==> src/rtl/pcm_port_pkg.sv <==
package pcm_port_pkg;

  typedef enum logic [1:0] {
    PM_ACTIVE = 2'b00,
    PM_SAVE   = 2'b01,
    PM_DOWN   = 2'b10
  } port_mode_e;

  // Index of each monitored line inside the synchronizer vector
  localparam int unsigned IDX_BCLK = 0;
  localparam int unsigned IDX_XS   = 1;
  localparam int unsigned IDX_RS   = 2;
  localparam int unsigned IDX_RXD  = 3;
  localparam int unsigned IDX_PDN  = 4;
  localparam int unsigned N_IN     = 5;
  localparam int unsigned N_MON    = 3;

endpackage

==> src/rtl/pcm_sync_vec.sv <==
module pcm_sync_vec #(
  parameter int unsigned W = 1,
  parameter logic [W-1:0] RST_VAL = '0
) (
  input  logic         clk,
  input  logic         rst_n,
  input  logic [W-1:0] async_i,
  output logic [W-1:0] sync_o
);

  logic [W-1:0] meta_q;
  logic [W-1:0] sync_q;

  always_ff @(posedge clk or negedge rst_n) begin
    if (!rst_n) begin
      meta_q <= RST_VAL;
      sync_q <= RST_VAL;
    end else begin
      meta_q <= async_i;
      sync_q <= meta_q;
    end
  end

  assign sync_o = sync_q;

endmodule

==> src/rtl/pcm_stall_mon.sv <==
module pcm_stall_mon #(
  parameter int unsigned TO_W = 16
) (
  input  logic            clk,
  input  logic            rst_n,
  input  logic            edge_i,
  input  logic [TO_W-1:0] limit_i,
  output logic            stalled_o
);

  logic [TO_W-1:0] quiet_q;

  always_ff @(posedge clk or negedge rst_n) begin
    if (!rst_n)                quiet_q <= '0;
    else if (edge_i)           quiet_q <= '0;
    else if (quiet_q != '1)    quiet_q <= quiet_q + 1'b1;
  end

  // An edge in this cycle overrides an old stall immediately
  assign stalled_o = (quiet_q > limit_i) && !edge_i;

  AST_STALL_AFTER_QUIET: assert property (@(posedge clk) disable iff (!rst_n)
    stalled_o |-> !$past(edge_i));

endmodule

==> src/rtl/pcm_tx_shifter.sv <==
module pcm_tx_shifter #(
  parameter int unsigned W = 8
) (
  input  logic         clk,
  input  logic         rst_n,
  input  logic         active_i,
  input  logic         bclk_lvl_i,
  input  logic         bclk_rise_i,
  input  logic         sync_rise_i,
  input  logic [W-1:0] word_i,
  output logic         oe_o,
  output logic         bit_o
);

  localparam int unsigned IW = $clog2(W + 1);
  localparam logic [IW-1:0] LAST = IW'(W);

  logic [W-1:0]  sr_q;
  logic [IW-1:0] idx_q;
  logic          oe_q;
  logic          pend_q;

  function automatic logic [W-1:0] next_bit_word(input logic [W-1:0] cur);
    return {cur[W-2:0], 1'b0};
  endfunction

  // Sync edge while the bit clock is still high => immediate launch
  function automatic logic launch_on_sync(input logic bclk_high);
    return bclk_high;
  endfunction

  always_ff @(posedge clk or negedge rst_n) begin
    if (!rst_n) begin
      sr_q   <= '0;
      idx_q  <= '0;
      oe_q   <= 1'b0;
      pend_q <= 1'b0;
    end else if (!active_i) begin
      idx_q  <= '0;
      oe_q   <= 1'b0;
      pend_q <= 1'b0;
    end else if (sync_rise_i) begin
      sr_q <= word_i;
      if (launch_on_sync(bclk_lvl_i)) begin
        oe_q   <= 1'b1;
        idx_q  <= IW'(1);
        pend_q <= 1'b0;
      end else begin
        oe_q   <= 1'b0;
        idx_q  <= '0;
        pend_q <= 1'b1;
      end
    end else if (bclk_rise_i) begin
      if (pend_q) begin
        oe_q   <= 1'b1;
        idx_q  <= IW'(1);
        pend_q <= 1'b0;
      end else if (oe_q) begin
        if (idx_q == LAST) begin
          oe_q <= 1'b0;
        end else begin
          sr_q  <= next_bit_word(sr_q);
          idx_q <= idx_q + 1'b1;
        end
      end
    end
  end

  assign oe_o  = oe_q;
  assign bit_o = sr_q[W-1];

  AST_TX_IDLE_WHEN_INACTIVE: assert property (@(posedge clk) disable iff (!rst_n)
    !active_i |=> !oe_o);

  AST_TX_BIT_ON_EDGE: assert property (@(posedge clk) disable iff (!rst_n)
    (oe_o && $past(oe_o) && (bit_o != $past(bit_o))) |-> ($past(bclk_rise_i) || $past(sync_rise_i)));

  AST_TX_SYNC_LAUNCH: assert property (@(posedge clk) disable iff (!rst_n)
    (active_i && sync_rise_i && bclk_lvl_i) |=> oe_o);

  AST_TX_WINDOW_BOUND: assert property (@(posedge clk) disable iff (!rst_n)
    idx_q <= LAST);

endmodule

==> src/rtl/pcm_rx_shifter.sv <==
module pcm_rx_shifter #(
  parameter int unsigned W = 8
) (
  input  logic         clk,
  input  logic         rst_n,
  input  logic         active_i,
  input  logic         bclk_fall_i,
  input  logic         sync_rise_i,
  input  logic         din_i,
  output logic [W-1:0] word_o,
  output logic         valid_o
);

  localparam int unsigned CW = $clog2(W);
  localparam logic [CW-1:0] LAST = CW'(W - 1);

  logic [W-1:0]  sr_q;
  logic [W-1:0]  word_q;
  logic [CW-1:0] cnt_q;
  logic          armed_q;
  logic          valid_q;

  function automatic logic [W-1:0] take_bit(input logic [W-1:0] cur, input logic b);
    return {cur[W-2:0], b};
  endfunction

  always_ff @(posedge clk or negedge rst_n) begin
    if (!rst_n) begin
      sr_q    <= '0;
      word_q  <= '0;
      cnt_q   <= '0;
      armed_q <= 1'b0;
      valid_q <= 1'b0;
    end else begin
      valid_q <= 1'b0;
      if (!active_i) begin
        armed_q <= 1'b0;
        cnt_q   <= '0;
      end else if (sync_rise_i) begin
        armed_q <= 1'b1;
        cnt_q   <= '0;
      end else if (bclk_fall_i && armed_q) begin
        sr_q <= take_bit(sr_q, din_i);
        if (cnt_q == LAST) begin
          word_q  <= take_bit(sr_q, din_i);
          valid_q <= 1'b1;
          armed_q <= 1'b0;
          cnt_q   <= '0;
        end else begin
          cnt_q <= cnt_q + 1'b1;
        end
      end
    end
  end

  assign word_o  = word_q;
  assign valid_o = valid_q;

  AST_RX_VALID_AFTER_FALL: assert property (@(posedge clk) disable iff (!rst_n)
    valid_o |-> $past(bclk_fall_i));

  AST_RX_VALID_ONE_CYCLE: assert property (@(posedge clk) disable iff (!rst_n)
    valid_o |=> !valid_o);

  AST_RX_NO_VALID_INACTIVE: assert property (@(posedge clk) disable iff (!rst_n)
    valid_o |-> $past(active_i));

endmodule

==> src/rtl/pcm_serial_port.sv <==
module pcm_serial_port
  import pcm_port_pkg::*;
#(
  parameter int unsigned WORD_W        = 8,
  parameter int unsigned TO_W          = 16,
  parameter int unsigned RECOVER_SYNCS = 2
) (
  input  logic              clk,
  input  logic              rst_n,
  input  logic [TO_W-1:0]   stall_limit,
  input  logic              bclk,
  input  logic              xsync,
  input  logic              rsync,
  input  logic              pdn_n,
  input  logic              rxd,
  input  logic [WORD_W-1:0] tx_word,
  output logic              txd_low,
  output logic              txd_oe,
  output logic [WORD_W-1:0] rx_word,
  output logic              rx_valid,
  output logic [1:0]        port_mode
);

  localparam int unsigned RW = $clog2(RECOVER_SYNCS + 1);
  localparam logic [RW-1:0] REC_LAST = RW'(RECOVER_SYNCS - 1);
  localparam logic [N_IN-1:0] SYNC_RST = N_IN'(1) << IDX_PDN;

  // ---------------- input synchronizers ----------------
  logic [N_IN-1:0]  raw_in;
  logic [N_IN-1:0]  lvl;
  logic [N_MON-1:0] prev_q;
  logic [N_MON-1:0] mon_edge;

  assign raw_in[IDX_BCLK] = bclk;
  assign raw_in[IDX_XS]   = xsync;
  assign raw_in[IDX_RS]   = rsync;
  assign raw_in[IDX_RXD]  = rxd;
  assign raw_in[IDX_PDN]  = pdn_n;

  pcm_sync_vec #(.W(N_IN), .RST_VAL(SYNC_RST)) i_sync (
    .clk     (clk),
    .rst_n   (rst_n),
    .async_i (raw_in),
    .sync_o  (lvl)
  );

  always_ff @(posedge clk or negedge rst_n) begin
    if (!rst_n) prev_q <= '0;
    else        prev_q <= lvl[N_MON-1:0];
  end

  assign mon_edge = lvl[N_MON-1:0] ^ prev_q;

  // Named edge events
  logic bclk_rise, bclk_fall, xs_rise, rs_rise, pdn_lvl, rxd_lvl;
  assign bclk_rise = lvl[IDX_BCLK] & ~prev_q[IDX_BCLK];
  assign bclk_fall = ~lvl[IDX_BCLK] & prev_q[IDX_BCLK];
  assign xs_rise   = lvl[IDX_XS] & ~prev_q[IDX_XS];
  assign rs_rise   = lvl[IDX_RS] & ~prev_q[IDX_RS];
  assign pdn_lvl   = lvl[IDX_PDN];
  assign rxd_lvl   = lvl[IDX_RXD];

  // ---------------- stall monitors ----------------
  logic [N_MON-1:0] stalled;
  logic             any_stall;

  for (genvar g = 0; g < N_MON; g++) begin : g_mon
    pcm_stall_mon #(.TO_W(TO_W)) i_mon (
      .clk       (clk),
      .rst_n     (rst_n),
      .edge_i    (mon_edge[g]),
      .limit_i   (stall_limit),
      .stalled_o (stalled[g])
    );
  end

  assign any_stall = |stalled;

  // ---------------- power mode control ----------------
  port_mode_e    mode_q;
  logic [RW-1:0] rec_q;
  logic          active;

  always_ff @(posedge clk or negedge rst_n) begin
    if (!rst_n) begin
      mode_q <= PM_SAVE;
      rec_q  <= '0;
    end else begin
      unique case (mode_q)
        PM_ACTIVE: begin
          if (!pdn_lvl) begin
            mode_q <= PM_DOWN;
          end else if (any_stall) begin
            mode_q <= PM_SAVE;
            rec_q  <= '0;
          end
        end
        PM_SAVE: begin
          if (!pdn_lvl) begin
            mode_q <= PM_DOWN;
            rec_q  <= '0;
          end else if (any_stall) begin
            rec_q <= '0;
          end else if (xs_rise) begin
            if (rec_q == REC_LAST) begin
              mode_q <= PM_ACTIVE;
              rec_q  <= '0;
            end else begin
              rec_q <= rec_q + 1'b1;
            end
          end
        end
        default: begin
          if (pdn_lvl) begin
            mode_q <= PM_SAVE;
            rec_q  <= '0;
          end
        end
      endcase
    end
  end

  assign active    = (mode_q == PM_ACTIVE);
  assign port_mode = mode_q;

  // ---------------- data paths ----------------
  logic tx_bit;

  pcm_tx_shifter #(.W(WORD_W)) i_tx (
    .clk         (clk),
    .rst_n       (rst_n),
    .active_i    (active),
    .bclk_lvl_i  (lvl[IDX_BCLK]),
    .bclk_rise_i (bclk_rise),
    .sync_rise_i (xs_rise),
    .word_i      (tx_word),
    .oe_o        (txd_oe),
    .bit_o       (tx_bit)
  );

  assign txd_low = txd_oe & ~tx_bit;

  pcm_rx_shifter #(.W(WORD_W)) i_rx (
    .clk         (clk),
    .rst_n       (rst_n),
    .active_i    (active),
    .bclk_fall_i (bclk_fall),
    .sync_rise_i (rs_rise),
    .din_i       (rxd_lvl),
    .word_o      (rx_word),
    .valid_o     (rx_valid)
  );

  AST_PDN_FORCES_DOWN: assert property (@(posedge clk) disable iff (!rst_n)
    !pdn_lvl |=> (port_mode == PM_DOWN));

  AST_STALL_LEAVES_ACTIVE: assert property (@(posedge clk) disable iff (!rst_n)
    (pdn_lvl && any_stall) |=> (port_mode != PM_ACTIVE));

  AST_ACTIVE_NEEDS_SYNC: assert property (@(posedge clk) disable iff (!rst_n)
    ((port_mode == PM_ACTIVE) && ($past(port_mode) != PM_ACTIVE)) |-> $past(xs_rise));

  AST_DOWN_EXITS_TO_SAVE: assert property (@(posedge clk) disable iff (!rst_n)
    (($past(port_mode) == PM_DOWN) && (port_mode != PM_DOWN)) |-> (port_mode == PM_SAVE));

endmodule

==> config.mk <==
export PLATFORM = sky130hd
export DESIGN_NAME = pcm_serial_port
export DESIGN_NICKNAME = d
export VERILOG_FILES = /design/src/rtl/pcm_port_pkg.sv /design/src/rtl/pcm_sync_vec.sv /design/src/rtl/pcm_stall_mon.sv /design/src/rtl/pcm_tx_shifter.sv /design/src/rtl/pcm_rx_shifter.sv /design/src/rtl/pcm_serial_port.sv
export SDC_FILE = /design/constraint.sdc
export NUM_CORES = 1
export LEC_CHECK = 0
export ABC_AREA = 0
export BUFFER_PORTS_ARGS = -buffer_cell sky130_fd_sc_hd__buf_2
export CAP_MARGIN = 20
export CORE_MARGIN = 5
export CORE_UTILIZATION = 60
export DETAILED_ROUTE_END_ITERATION = 6
export GPL_ROUTABILITY_DRIVEN = 0
export GPL_TIMING_DRIVEN = 0
export PLACE_DENSITY = 0.89
export RECOVER_POWER = 100
export SETUP_SLACK_MARGIN = 0.05
export SLEW_MARGIN = 20
export SYNTH_ARGS = -nofsm -noshare
export SYNTH_HDL_FRONTEND = slang
export SYNTH_SLANG_ARGS = --single-unit
==> constraint.sdc <==
create_clock -name clk -period 2.6 [get_ports clk]
set_input_delay 0.26 -clock clk [delete_from_list [all_inputs] [get_ports clk]]
set_output_delay 0.26 -clock clk [all_outputs]
set_load 0.03 [all_outputs]
# == Word level (Yosys, flattened, before mapping) ==
# Cells that the tools add are included.
# word_totals
input_bits,31
elab_cells,139
out_inout_bits,13
ff_bits,99
# op_classes
n_eq_ne,21
magnitude_cmp,3
bitwise_logic,12
muxes,57
reduce_logical,23
addsub,6
# ops
op,n
2-to-1 mux 16 bit,6
adder 16 x 1 -> 16 bit (second input constant),3
greater-than comparator 16 bit,3
!= test 16 bit (second input constant),3
2-to-1 mux 8 bit,5
2-to-1 mux 2 bit,14
2-to-1 mux 4 bit,6
2-to-1 mux 1 bit,20
!= test 3 bit (second input constant),6
2-to-1 mux 3 bit,4
nonzero test 2 bit,6
AND reduction 5 bit,2
!= test 4 bit (second input constant),2
one-hot mux 2 bit (2 select lines),2
AND reduction 4 bit,2
NOT 1 bit,6
AND reduction 3 bit,2
AND 1 bit,5
adder 4 x 1 -> 4 bit (second input constant),1
== test 2 x 1 -> 1 bit (second input constant),2
== test 4 bit (second input constant),1
logical AND 1 bit,4
!= test 2 x 1 -> 1 bit (second input constant),2
!= test 2 bit (second input constant),2
11 further kinds,13

# == Logic depth before layout (Yosys ltp) ==
# Gate-level depths: netlist of run 1.
# depth
ltp_word,7
ltp_mapped,8
ltp_nobuf,8

# == Cells and area by module ==
# A second synthesis of run 1 with hierarchy kept.
# unflattened
hier_cells,633
hier_area_um2,6257.3
# modules_own_cells
module,seq_area_each_um2,cells_each,n_inst,area_each_um2
pcm_stall_mon,400.4,144,3,1286.2
pcm_tx_shifter,350.3,98,1,915.9
pcm_rx_shifter,500.5,57,1,859.6
pcm_serial_port,176.4,36,1,370.4
pcm_sync_vec,252.7,10,1,252.7

# == Least setup slack after synthesis of run 1 ==
# OpenSTA, ideal clock, no wires.
# synth_timing
kind,reg2reg
start,register g_mon[2].i_mon.quiet_q[14]
end,register rec_q[1]
n_path_buf,0
required_ns,2.496
setup_ns,0.104
setup_slack_ns,0.609
arrival_time_ns,1.888
synth_period_minus_slack_ns,1.991
stages_incl_launch_ff,7
cell_sequence,dfrtp_1 ha_1 nand4_2 or4_4 o21ai_2 o2bb2ai_2 o41ai_2
# synth_via
elab_chain_cells,6
elab_cells_between_ends,9
classes_between,order compare (1); eq/ne (2); mux (3); reduce/logical (3)
# synth_lines
item,line_no,rtl
from (decl),pcm_stall_mon.sv:11,logic [TO_W-1:0] quiet_q;
from (signal assigned),pcm_stall_mon.sv:16,else if (quiet_q != '1) quiet_q <= quiet_q + 1'b1;
greater-than comparator 16 bit *,pcm_stall_mon.sv:20,assign stalled_o = (quiet_q > limit_i) && !edge_i;
logical AND 1 bit *,pcm_stall_mon.sv:20,
OR reduction 3 bit *,pcm_serial_port.sv:77,assign any_stall = |stalled;
2-to-1 mux 2 bit,pcm_serial_port.sv:102,end else if (any_stall) begin
2-to-1 mux 2 bit,pcm_serial_port.sv:99,if (!pdn_lvl) begin
one-hot mux 2 bit (2 select lines),pcm_serial_port.sv:89,unique case (mode_q)
to (signal assigned),pcm_serial_port.sv:109,rec_q <= rec_q + 1'b1;
to (decl),pcm_serial_port.sv:81,logic [RW-1:0] rec_q;
# Every way passes the cells marked *; elsewhere a longest branch is shown, timed or not.
# A chain may end at the register's enable or synchronous reset.

# == Final worst setup path of run 1 ==
# Same ends and word-level chain as after synthesis.

==> out/qor.yml, run 1 <==
min-delay-path-class: "in2reg"
clock_tree_root_driver_cell: "sky130_fd_sc_hd__clkbuf_8"
async_reset_ff_share_pct: 100
cellPowerDensity_nw_per_um2: 492
number_of_antenna_violations_at_the_first_check_in_global_routing: 0
clk_pin_slew_ns: 0.10
fin_nets: 705
die-width_um: 107
critical_path_fanouts_max: 5
leakagePower_nw: 3.02
drtIter0Drc: 208
status: "finished clean"
initial_utilization_pct: 61.0
warnings_from_yosys: 0
path_class: "reg2reg"
cts.sink_count: 99
maxClockFrequency_mhz: 424
cap_viol_max_count: 0
wl_um: 11900
buffer_ports.inserted: 43
type_of_element_launching_the_critical_path: "register"
core_area_um2: 9200
finalClockSkew_ns: 0.0138
setup.worst_path.end_class: "register"
timing.final.max_slew_violations: 0
gr-usage-all-layers_pct: 22.4
antenna_cells: 0
finalHoldViolations: 0
vdd.ir_drop.worst_uv: 267
synth_edf_count: 0
tritoncts: "yes"
flow.area_growth_from_synthesis_pct: 10.2
mappedNetlistNets: 644
period_needed_ns: 2.36
cts-root-to-sink-buffers: 2
area_enclosed_by_the_die_boundary_um2: 11400
slew_at_the_pin_closest_to_its_max_slew_limit_ns: 1.05
netlist-cell-type-count: 57
first_global_vias: 4479
routed-via-count: 4351
clock_tree.htree_level_count: 3
drt_drc_violations_left: 0
hpwl_um: 8940
tns_ns: 0
cp_data_arrival_time_ns: 2.62
vias_per_cell: 5.95
grt_start_max_net_pins: 83
slew_headroom_pct: 29.9
detailedPlace.worstSlack_ns: 0.409
cp_data_required_time_ns: 2.86
synth-seq-area-share_pct: 44.2
grt_pass1_wl_um: 20600
synth_cells: 554
insertion_delay_ns: 0.38
globalRouteOverflowTotal: 0
placement_rows: 35
drt.antenna.violating_nets: 0
fill_cell_count: 735
grt_setup_unrepaired: "false"
final_min_period_over_clock_period_pct: 90.7
ys_ff_latch: 99
yosys_most_used_dff: "sky130_fd_sc_hd__dfrtp_1"
final.setup.worst_slack_ns: 0.242
ctsResizeCount: 0
final_layout_size_suffix_gt1_share_pct: 11.6
finalSetupViolations: 0
ioPinCount: 44
die_y_um: 107
post_drt_wl_per_cell_um: 16.3
firstDrtPassIters: 5
numCtsBuffers: 9
synthesized_area_divided_by_synthesized_cell_count_um2: 10.1
mappedNetlistArea_um2: 5610
-- final timing paths --
kind,from,end,slack (ns),depth (start not counted)
worst max register to register,g_mon[2].i_mon.quiet_q[14],rec_q[1],0.24,7
max in group asynchronous,rst_n,i_sync.meta_q[4],1.07,3
worst min register to register,i_sync.meta_q[2],i_sync.sync_o[2],0.35,0
worst max-delay path,g_mon[2].i_mon.quiet_q[14],rec_q[1],0.24,7
min in group asynchronous,rst_n,i_tx.sr_q[5],0.58,2
worst min-delay path,tx_word[0],i_tx.sr_q[0],0.13,3
-- cells in the final DEF (no fill, tap or decap), types with 2 or more instances in the layout --
cell / netlist / final
sky130_fd_sc_hd__dfrtp_1: 96 / 96
sky130_fd_sc_hd__ha_1: 59 / 59
sky130_fd_sc_hd__nor2_1: 50 / 51
sky130_fd_sc_hd__nand2_1: 41 / 41
sky130_fd_sc_hd__a21oi_1: 40 / 41
sky130_fd_sc_hd__inv_1: 36 / 36
sky130_fd_sc_hd__buf_2: 1 / 28
sky130_fd_sc_hd__nand3_1: 27 / 27
sky130_fd_sc_hd__clkbuf_1: 5 / 23
sky130_fd_sc_hd__xor2_1: 21 / 21
sky130_fd_sc_hd__nand4_1: 21 / 21
sky130_fd_sc_hd__xnor2_1: 16 / 16
sky130_fd_sc_hd__mux2_2: 15 / 15
sky130_fd_sc_hd__o21ai_0: 15 / 15
sky130_fd_sc_hd__and2_0: 0 / 12
sky130_fd_sc_hd__mux2i_1: 10 / 10
sky130_fd_sc_hd__nor3_1: 10 / 10
sky130_fd_sc_hd__clkbuf_8: 0 / 10
sky130_fd_sc_hd__and3_1: 8 / 8
sky130_fd_sc_hd__and4_1: 6 / 7
sky130_fd_sc_hd__nor2b_1: 6 / 6
sky130_fd_sc_hd__dlygate4sd3_1: 0 / 6
sky130_fd_sc_hd__or3_1: 4 / 4
sky130_fd_sc_hd__and2_1: 16 / 4
sky130_fd_sc_hd__o211ai_1: 3 / 3
sky130_fd_sc_hd__or2_2: 2 / 2
sky130_fd_sc_hd__nand3b_1: 2 / 2
sky130_fd_sc_hd__o211a_1: 2 / 2
sky130_fd_sc_hd__nor3b_1: 2 / 2
sky130_fd_sc_hd__nand2b_1: 2 / 2
sky130_fd_sc_hd__nor4_1: 2 / 2
sky130_fd_sc_hd__o22ai_1: 2 / 2
sky130_fd_sc_hd__a21o_1: 2 / 2
sky130_fd_sc_hd__a221o_1: 2 / 2
sky130_fd_sc_hd__o41ai_2: 2 / 2
sky130_fd_sc_hd__o31a_1: 2 / 2
sky130_fd_sc_hd__clkinvlp_4: 0 / 2
sky130_fd_sc_hd__dfstp_1: 0 / 2
-- metal layers --
| layer | up-vias | wire (um) | global-route usage (%) | part of all wire (%) |
|---|---|---|---|---|
| met5 | - | 0 | 0 | 0 |
| met4 | 0 | 221 | 6.30 | 1.8 |
| met3 | 31 | 723 | 6.26 | 6.1 |
| met2 | 147 | 5990 | 37.9 | 50 |
| met1 | 2095 | 5010 | 28.1 | 42 |
| li1 | 2078 | - | - | - |
-- stage by stage --
stage | utilization (%) | instances | area [um2] | power, mW | hold slack (ns)
after global placement | 64.8 | 708 | 5960 | 2.07 | 0.334
after floorplan | - | 554 | 5610 | 1.96 | -0.0356
after detailed placement | 65.2 | 709 | 6000 | 2.11 | 0.105
after global routing | 67.2 | 731 | 6180 | 3.21 | 0.127
final | 67.2 | 731 | 6180 | 3.04 | 0.132
after CTS | 67.9 | 731 | 6240 | 3.07 | 0.117
-- cells by family (layout without fill, tap and decap cells) --
| family | Yosys count | count (layout) | synth area share [%] |
|---|---|---|---|
| AO/OA/AOI/OAI | 83 | 83 | 9.95 |
| AND/OR/NAND/NOR | 207 | 207 | 19.0 |
| adder cells (fa/ha/maj) | 59 | 59 | 13.2 |
| flip-flops | 99 | 99 | 44.2 |
| buffers and inverters | 44 | 110 | 3.03 |
| XOR/XNOR | 37 | 37 | 5.78 |
| multiplexers | 25 | 25 | 4.80 |
-- layout make-up --
cell class                      count  area, um2  share of cell area [%]
Sequential cell                    99       2480                    40.1
Buffer                              8       30.0                   0.486
Multi-Input combinational cell    411       2920                    47.3
Clock buffer                       10        138                    2.23
Inverter                           36        135                    2.19
Clock inverter                      6       48.8                   0.790
Timing Repair Buffer               50        284                    4.60
Tap cell                          111        139                    2.25
-- critical path: stages (launching register included) --
cell and delay, ns:
sky130_fd_sc_hd__dfrtp_1 0.45, sky130_fd_sc_hd__ha_1 0.36, sky130_fd_sc_hd__nand4_2 0.14, sky130_fd_sc_hd__or4_4 0.57
sky130_fd_sc_hd__a21oi_1 0.13, sky130_fd_sc_hd__nor3_1 0.07, sky130_fd_sc_hd__o2bb2ai_1 0.38, sky130_fd_sc_hd__o41ai_2 0.14
-- timing repair --
action,in CTS,in global routing
setup buffers,0,0
hold buffers,6,0
hold endpoints to repair,22,0
-- Yosys cell counts, drive strengths merged, types with 3 or more instances --
master / n / share of area, %
xor2: 21 / 3.3
or3: 4 / 0.45
dfrtp: 96 / 43
nor2: 51 / 3.5
nand3: 27 / 2.4
ha: 59 / 13
inv: 36 / 2.4
mux2i: 10 / 1.8
o21ai: 16 / 1.5
dfstp: 3 / 1.4
xnor2: 16 / 2.5
nand2: 42 / 2.9
clkbuf: 5 / 0.33
a21oi: 42 / 4.0
mux2: 15 / 3.0
and4: 7 / 1.1
nand4: 22 / 2.6
buf: 3 / 0.29
and2: 16 / 1.8
and3: 8 / 0.89
o211ai: 3 / 0.40
nor3: 10 / 0.89
or2: 3 / 0.33
nor2b: 6 / 0.67
-- power breakdown --
| part | internal [mW] | total (mW) | leakage (nW) | switching, mW |
|---|---|---|---|---|
| sequential | 1.62 | 1.69 | 1.31 | 0.0679 |
| clock | 0.384 | 0.952 | 0.0908 | 0.568 |
| combinational | 0.161 | 0.400 | 1.62 | 0.238 |
-- registers in the layout, summed over array words and instances, names as in the netlist --
name                 flops
i_rx.armed_q             1
i_tx.idx_q               4
i_rx.sr_q                7
port_mode                2
rec_q                    2
i_sync.sync_o            5
g_mon.i_mon.quiet_q     48
i_tx.oe_o                1
i_tx.sr_q                8
i_tx.pend_q              1
i_sync.meta_q            5
prev_q                   3
i_rx.cnt_q               3
i_rx.valid_o             1
i_rx.word_o              8
No activity file was read; power rests on OpenSTA's default activity.
==> inputs of run 2 (changes only) <==
CORE_UTILIZATION = 65   (was 60)
PLACE_DENSITY = 0.94   (was 0.89)
clock period = 2.8 ns   (was 2.6 ns; I/O delays follow)
==> run 2 against run 1 <==
  * The flow now finishes with violations (capacitance limit, slew limit)
  * Clock-buffer cell count stayed put
  * Via count is 0.11% lower
  * Combinational power is 8.3% lower
  * Clock skew is 0.0021 ns lower
  * Critical path type unchanged
  * Worst setup slack better by 0.12 ns
  * Non-clock buffer count is 3 lower
  * Total power is 6.5% lower
==> out/qor.yml, run 2 (same netlist as run 1, synthesis figures left out) <==
comb_power_share_pct: 12.9  # was 13.1%
drtIter0Drc: 212  # was 208
number_of_antenna_violations_at_the_first_check_in_global_routing: 0  # unchanged
cp_data_arrival_time_ns: 2.75  # was 2.62 ns
hpwl_um: 8970  # was 8940 um
first_global_vias: 4457  # was 4,479
fin_nets: 702  # was 705
met3_usage_pct: 3.79  # was 6.26%
period_needed_ns: 2.44  # was 2.36 ns
power.share.clock_pct: 31.9  # was 31.3%
vdd.ir_drop.worst_uv: 230  # was 267 uV
regMostFlops: "g_mon.i_mon.quiet_q"  # unchanged
initial_utilization_pct: 67.6  # was 61.0%
top_usage_layer: "met2"  # unchanged
wl_um: 12000  # was 11,900 um
global_routing_met2_resource_utilization_pct: 40.5  # was 37.9%
gr-usage-all-layers_pct: 24.1  # was 22.4%
cts-root-to-sink-buffers: 2  # unchanged
type_of_element_launching_the_critical_path: "register"  # unchanged
finalClockSkew_ns: 0.0117  # was 0.0138 ns
area_of_all_placed_cells_without_fillers_um2: 6140  # was 6180 um2
grt_setup_unrepaired: "false"  # unchanged
number_of_flip_flops_in_the_largest_register: 48  # unchanged
flow.area_growth_from_synthesis_pct: 9.44  # was 10.2%
final_layout_size_suffix_gt1_share_pct: 11.2  # was 11.6%
status: "complete, but fails checks"  # was finished clean
routed-via-count: 4346  # was 4,351
fill_cell_count: 578  # was 735
clk_pin_slew_ns: 0.11  # was 0.10 ns
antenna_cells: 0  # unchanged
use_met1_pct: 30.7  # was 28.1%
final_min_period_over_clock_period_pct: 87.1  # was 90.7%
placed_cell_area_um2: 5990  # was 6000 um2
cp_data_required_time_ns: 3.11  # was 2.86 ns
firstDrtPassIters: 7  # was 5
power_switching_share_pct: 29.0  # was 28.8%
die_y_um: 103  # was 107 um
area_enclosed_by_the_die_boundary_um2: 10600  # was 11,400 um2
cap_viol_max_count: 1  # was 0
slew_headroom_pct: -21.0  # was 29.9%
hold_slack_ns: 0.00919  # was 0.132 ns
globalRouteOverflowTotal: 0  # unchanged
grt_pass1_wl_um: 20100  # was 20,600 um
switching_power_total_mw: 0.823  # was 0.874 mW
placement_rows: 33  # was 35
worst-r2r-setup-slack_ns: 0.36  # was 0.24 ns
finalSetupViolations: 0  # unchanged
failed_checks: "capacitance limit, slew limit"
post_drt_wl_per_cell_um: 16.6  # was 16.3 um
insertion_delay_ns: 0.38  # about the same
seq_pwr_share_pct: 55.2  # was 55.5%
core_area_um2: 8300  # was 9200 um2
finalHoldViolations: 0  # unchanged
leading_cell_type_in_the_layout_fill_and_taps_excluded: "sky130_fd_sc_hd__dfrtp_1"  # unchanged
internal_power_component_mw: 2.02  # was 2.17 mW
vias_per_cell: 6.02  # was 5.95
leakagePower_nw: 3.01  # was 3.02 nW
min-delay-path-class: "in2reg"  # unchanged
numCtsBuffers: 9  # unchanged
die-width_um: 103  # was 107 um
tns_ns: 0  # unchanged
grt_start_max_net_pins: 69  # was 83
drt.antenna.violating_nets: 0  # unchanged
drt_drc_violations_left: 0  # unchanged
timing.final.max_slew_violations: 32  # was 0
tritoncts: "yes"  # unchanged
slew_at_the_pin_closest_to_its_max_slew_limit_ns: 1.82  # was 1.05 ns
path_class: "reg2reg"  # unchanged
setup.worst_path.end_class: "register"  # unchanged
ioPinCount: 44  # unchanged
cellPowerDensity_nw_per_um2: 463  # was 492 nW/um2
clock_tree.htree_level_count: 3  # unchanged
cts.sink_count: 99  # unchanged
buffer_ports.inserted: 43  # unchanged
critical_path_fanouts_max: 5  # unchanged
leading_cell_types_in_the_layout_fill_and_taps_excluded: "96 x sky130_fd_sc_hd__dfrtp_1, 59 x sky130_fd_sc_hd__ha_1, 51 x sky130_fd_sc_hd__nor2_1"  # unchanged
maxClockFrequency_mhz: 410  # was 424 MHz
clock_tree_root_driver_cell: "sky130_fd_sc_hd__clkbuf_8"  # unchanged
[run 2: changes by cell type in the layout (fill, tap and decap cells not counted), sizes merged]
cell,change
buf,-1
dlygate4sd3,-3
clkbuf,+1
clkinvlp,-2
clkinv,+2
[run 2: worst paths after layout]
check	cells after the start	start	endpoint
setup / recovery	7	g_mon[2].i_mon.quiet_q[14]	port_mode[0]
hold / removal	1	xsync	i_sync.meta_q[1]
setup reg to reg	7	g_mon[2].i_mon.quiet_q[14]	port_mode[0]
hold reg to reg	0	i_sync.meta_q[2]	i_sync.sync_o[2]
max in group asynchronous	3	rst_n	i_sync.sync_o[4]
min in group asynchronous	2	rst_n	i_rx.word_o[2]
[run 2: what timing repair did]
action | 4_1_cts | 5_1_grt
gates resized for setup | 0 | 0
setup buffers | 0 | 0
endpoints found under the hold margin | 33 | 0
hold buffers | 3 | 0
[run 2: cell type report]
cell class / instances / area, um2 / area share (%)
Inverter: 36 / 135 / 2.20
Clock buffer: 10 / 138 / 2.24
Buffer: 8 / 30.0 / 0.489
Tap cell: 105 / 131 / 2.14
Multi-Input combinational cell: 411 / 2910 / 47.5
Timing Repair Buffer: 47 / 253 / 4.12
Clock inverter: 6 / 57.6 / 0.938
Sequential cell: 99 / 2480 / 40.4
[run 2: power by group through the flow]
stage	registers [mW]	clock network [mW]	logic, mW
global route	1.58	0.991	0.415
floorplan	1.58	0	0.234
CTS	1.57	0.924	0.369
global placement	1.59	0	0.329
finish	1.57	0.906	0.367
detailed placement	1.59	0	0.361
[run 2: metrics by stage]
stage               worst slack [ns]  utilization [%]  std cells  total power [mW]
floorplan                      0.809                -        554              1.82
global placement               0.547             71.8        702              1.92
detailed placement             0.562             72.2        703              1.95
CTS                            0.539             74.9        722              2.86
global route                   0.291             74.0        722              2.98
finish                         0.360             74.0        722              2.84
[run 2: worst max-delay path, cell delays in order (launching register included)]
cell and delay [ns]:
sky130_fd_sc_hd__dfrtp_1 0.46, sky130_fd_sc_hd__ha_1 0.36, sky130_fd_sc_hd__nand4_2 0.15, sky130_fd_sc_hd__or4_1 0.59, sky130_fd_sc_hd__a21oi_1 0.16, sky130_fd_sc_hd__nor3_1 0.08
sky130_fd_sc_hd__o2bb2ai_1 0.38, sky130_fd_sc_hd__o31a_1 0.21
[run 2: routing by layer]
layer | vias up | wire [um]
li1 | 2076 | -
met1 | 2069 | 5080
met2 | 157 | 5950
met3 | 44 | 616
met4 | 0 | 369
met5 | - | 0
==> inputs of run 3 (changes only) <==
==> constraint.sdc (replaced) <==
create_clock -name clk -period 2.92 [get_ports clk]
set_input_delay 0.584 -clock clk [delete_from_list [all_inputs] [get_ports clk]]
set_output_delay 0.584 -clock clk [all_outputs]
set_load 0.03 [all_outputs]
==> run 3 against run 2 <==
  * The flow still finishes with violations (capacitance limit, slew limit)
  * Die area unchanged
  * Worst setup slack improved by 0.079 ns
  * Hold slack improved by 0.30 ns
  * Sequential power decreased by 4%
  * Critical endpoint is now g_mon[1].i_mon.quiet_q[15]
  * Clock power decreased by 4.5%
==> out/qor.yml, run 3 (same netlist as run 1, synthesis figures left out) <==
initial_utilization_pct: 67.6  # unchanged
cp_cell_sequence: "and4_1 -> and4_1 -> clkbuf_1 -> a31oi_1 -> nand4_1 -> xnor2_1 -> and2_0"  # was ha_1 -> nand4_2 -> or4_1 -> a21oi_1 -> nor3_1 -> o2bb2ai_1 -> o31a_1
leading_cell_type_in_the_layout_fill_and_taps_excluded: "sky130_fd_sc_hd__dfrtp_1"  # unchanged
drt.antenna.violating_nets: 0  # unchanged
number_of_flip_flops_in_the_largest_register: 48  # unchanged
status: "complete, but fails checks"  # unchanged
slew_at_the_pin_closest_to_its_max_slew_limit_ns: 1.80  # was 1.82 ns
holdBufCountCts: 0  # was 3
cts-root-to-sink-buffers: 2  # unchanged
drtIter0Drc: 210  # was 212
final.setup.worst_slack_ns: 0.439  # was 0.360 ns
flow.area_growth_from_synthesis_pct: 8.63  # was 9.44%
die_y_um: 103  # unchanged
seq_pwr_share_pct: 55.3  # was 55.2%
internal_power_component_mw: 1.93  # was 2.02 mW
number_of_antenna_violations_at_the_first_check_in_global_routing: 0  # unchanged
cp_data_required_time_ns: 3.23  # was 3.11 ns
worst_path_max_delay_cell: "sky130_fd_sc_hd__a31oi_1"  # was sky130_fd_sc_hd__or4_1
grt_pass1_wl_um: 20100  # about the same
clk_pin_slew_ns: 0.11  # about the same
die-width_um: 103  # unchanged
period_needed_ns: 2.48  # was 2.44 ns
path_class: "reg2reg"  # unchanged
grt_setup_unrepaired: "false"  # unchanged
drt_drc_violations_left: 0  # unchanged
vias_per_cell: 6.00  # was 6.02
finalClockSkew_ns: 0.0111  # was 0.0117 ns
tritoncts: "yes"  # unchanged
globalRouteOverflowTotal: 0  # unchanged
tns_ns: 0  # unchanged
final_layout_size_suffix_gt1_share_pct: 11.1  # was 11.2%
antenna_cells: 0  # unchanged
detailedPlace.worstSlack_ns: 0.378  # was 0.562 ns
cellPowerDensity_nw_per_um2: 446  # was 463 nW/um2
routed-via-count: 4314  # was 4,346
timing.final.max_slew_violations: 32  # unchanged
vdd.ir_drop.worst_uv: 219  # was 230 uV
firstDrtPassIters: 5  # was 7
switching_power_total_mw: 0.784  # was 0.823 mW
cp_data_arrival_time_ns: 2.79  # was 2.75 ns
first_global_vias: 4454  # was 4,457
critical-path-top-cell-by-count: "sky130_fd_sc_hd__and4_1"
area_of_all_placed_cells_without_fillers_um2: 6090  # was 6140 um2
final_min_period_over_clock_period_pct: 85.0  # was 87.1%
cap_viol_max_count: 1  # unchanged
leakagePower_nw: 2.99  # was 3.01 nW
fill_cell_count: 584  # was 578
failed_checks: "capacitance limit, slew limit"  # unchanged
buffer_ports.inserted: 43  # unchanged
leading_cell_types_in_the_layout_fill_and_taps_excluded: "96 x sky130_fd_sc_hd__dfrtp_1, 59 x sky130_fd_sc_hd__ha_1, 51 x sky130_fd_sc_hd__nor2_1"  # unchanged
clock_tree.htree_level_count: 3  # unchanged
placement_rows: 33  # unchanged
ctsResizeCount: 0  # unchanged
hpwl_um: 8970  # unchanged
critical_path_fanouts_max: 7  # was 5
critical-path-top-delay-family: "simple AND/OR/NAND/NOR gates"  # unchanged
post_drt_wl_per_cell_um: 16.7  # was 16.6 um
cts.repair_timing.setup_buffer_count: 0  # unchanged
maxClockFrequency_mhz: 403  # was 410 MHz
slew_headroom_pct: -20.2  # was -21.0%
area_enclosed_by_the_die_boundary_um2: 10600  # unchanged
cts.sink_count: 99  # unchanged
finalSetupViolations: 0  # unchanged
min-delay-path-class: "in2reg"  # unchanged
ioPinCount: 44  # unchanged
worst-path-buf-inv: 1  # was 0
slowest_delay_ns: 0.60  # was 0.59 ns
clock_tree_root_driver_cell: "sky130_fd_sc_hd__clkbuf_8"  # unchanged
numCtsBuffers: 9  # unchanged
finalHoldViolations: 0  # unchanged
type_of_element_launching_the_critical_path: "register"  # unchanged
comb_power_share_pct: 12.8  # was 12.9%
placed_cell_area_um2: 5990  # unchanged
wl_um: 12000  # about the same
grt_start_max_net_pins: 69  # unchanged
power.share.clock_pct: 31.9  # about the same
fin_nets: 699  # was 702
insertion_delay_ns: 0.37  # was 0.38 ns
setup.worst_path.end_class: "register"  # unchanged
gr-usage-all-layers_pct: 24.1  # about the same
power_switching_share_pct: 28.9  # was 29.0%
core_area_um2: 8300  # unchanged
regMostFlops: "g_mon.i_mon.quiet_q"  # unchanged
-- run 3: metal layers --
| layer | up-vias | routed length [um] | global-route usage (%) |
|---|---|---|---|
| met3 | 43 | 612 | 3.79 |
| met2 | 168 | 5880 | 40.5 |
| met1 | 2035 | 5060 | 30.7 |
| met5 | - | 0 | 0 |
| li1 | 2068 | - | - |
| met4 | 0 | 418 | 11.1 |
-- run 3: area by class of cell --
type / count / area [um2] / share of cell area, %
buffer: 8 / 30.0 / 0.493
clock buffer: 10 / 138 / 2.26
clock inverter: 6 / 57.6 / 0.945
inverter: 36 / 135 / 2.22
multi-input combinational: 411 / 2900 / 47.6
sequential: 99 / 2480 / 40.7
tap: 105 / 131 / 2.16
timing repair buffer: 44 / 223 / 3.66
-- run 3: path summary, 6_finish.rpt --
kind / endpoint / slack [ns] / startpoint / cells past startpoint
min reg2reg: i_sync.sync_o[2] / 0.36 / i_sync.meta_q[2] / 0
min in group asynchronous: i_rx.word_o[2] / 0.68 / rst_n / 1
max in group asynchronous: i_sync.sync_o[4] / 1.14 / rst_n / 2
min: i_sync.meta_q[4] / 0.31 / pdn_n / 1
max: g_mon[1].i_mon.quiet_q[15] / 0.44 / g_mon[1].i_mon.quiet_q[3] / 7
max reg2reg: g_mon[1].i_mon.quiet_q[15] / 0.44 / g_mon[1].i_mon.quiet_q[3] / 7
-- run 3: through the flow --
step / instances / total power [mW] / utilization, % / hold WS, ns
after floorplan: 554 / 1.74 / - / 0.288
after global routing: 719 / 2.86 / 73.4 / 0.281
after CTS: 719 / 2.74 / 74.5 / 0.0670
final: 719 / 2.72 / 73.4 / 0.307
after detailed placement: 703 / 1.87 / 72.2 / 0.337
after global placement: 702 / 1.84 / 71.8 / 0.334
-- run 3: power by group through the flow --
stage	logic (mW)	registers [mW]	clock network, mW
after floorplan	0.224	1.52	0
after global placement	0.316	1.52	0
after detailed placement	0.346	1.53	0
after CTS	0.350	1.50	0.886
after global routing	0.393	1.51	0.948
final	0.347	1.50	0.865
-- run 3: worst register-to-register path: cells and delay by family, from the launching register on --
kind            cells  cell delay [ns]
xor+xnor            1             0.27
compound gates      1             0.60
buf+inv             1             0.18
simple gates        4             0.91
flops               1             0.46
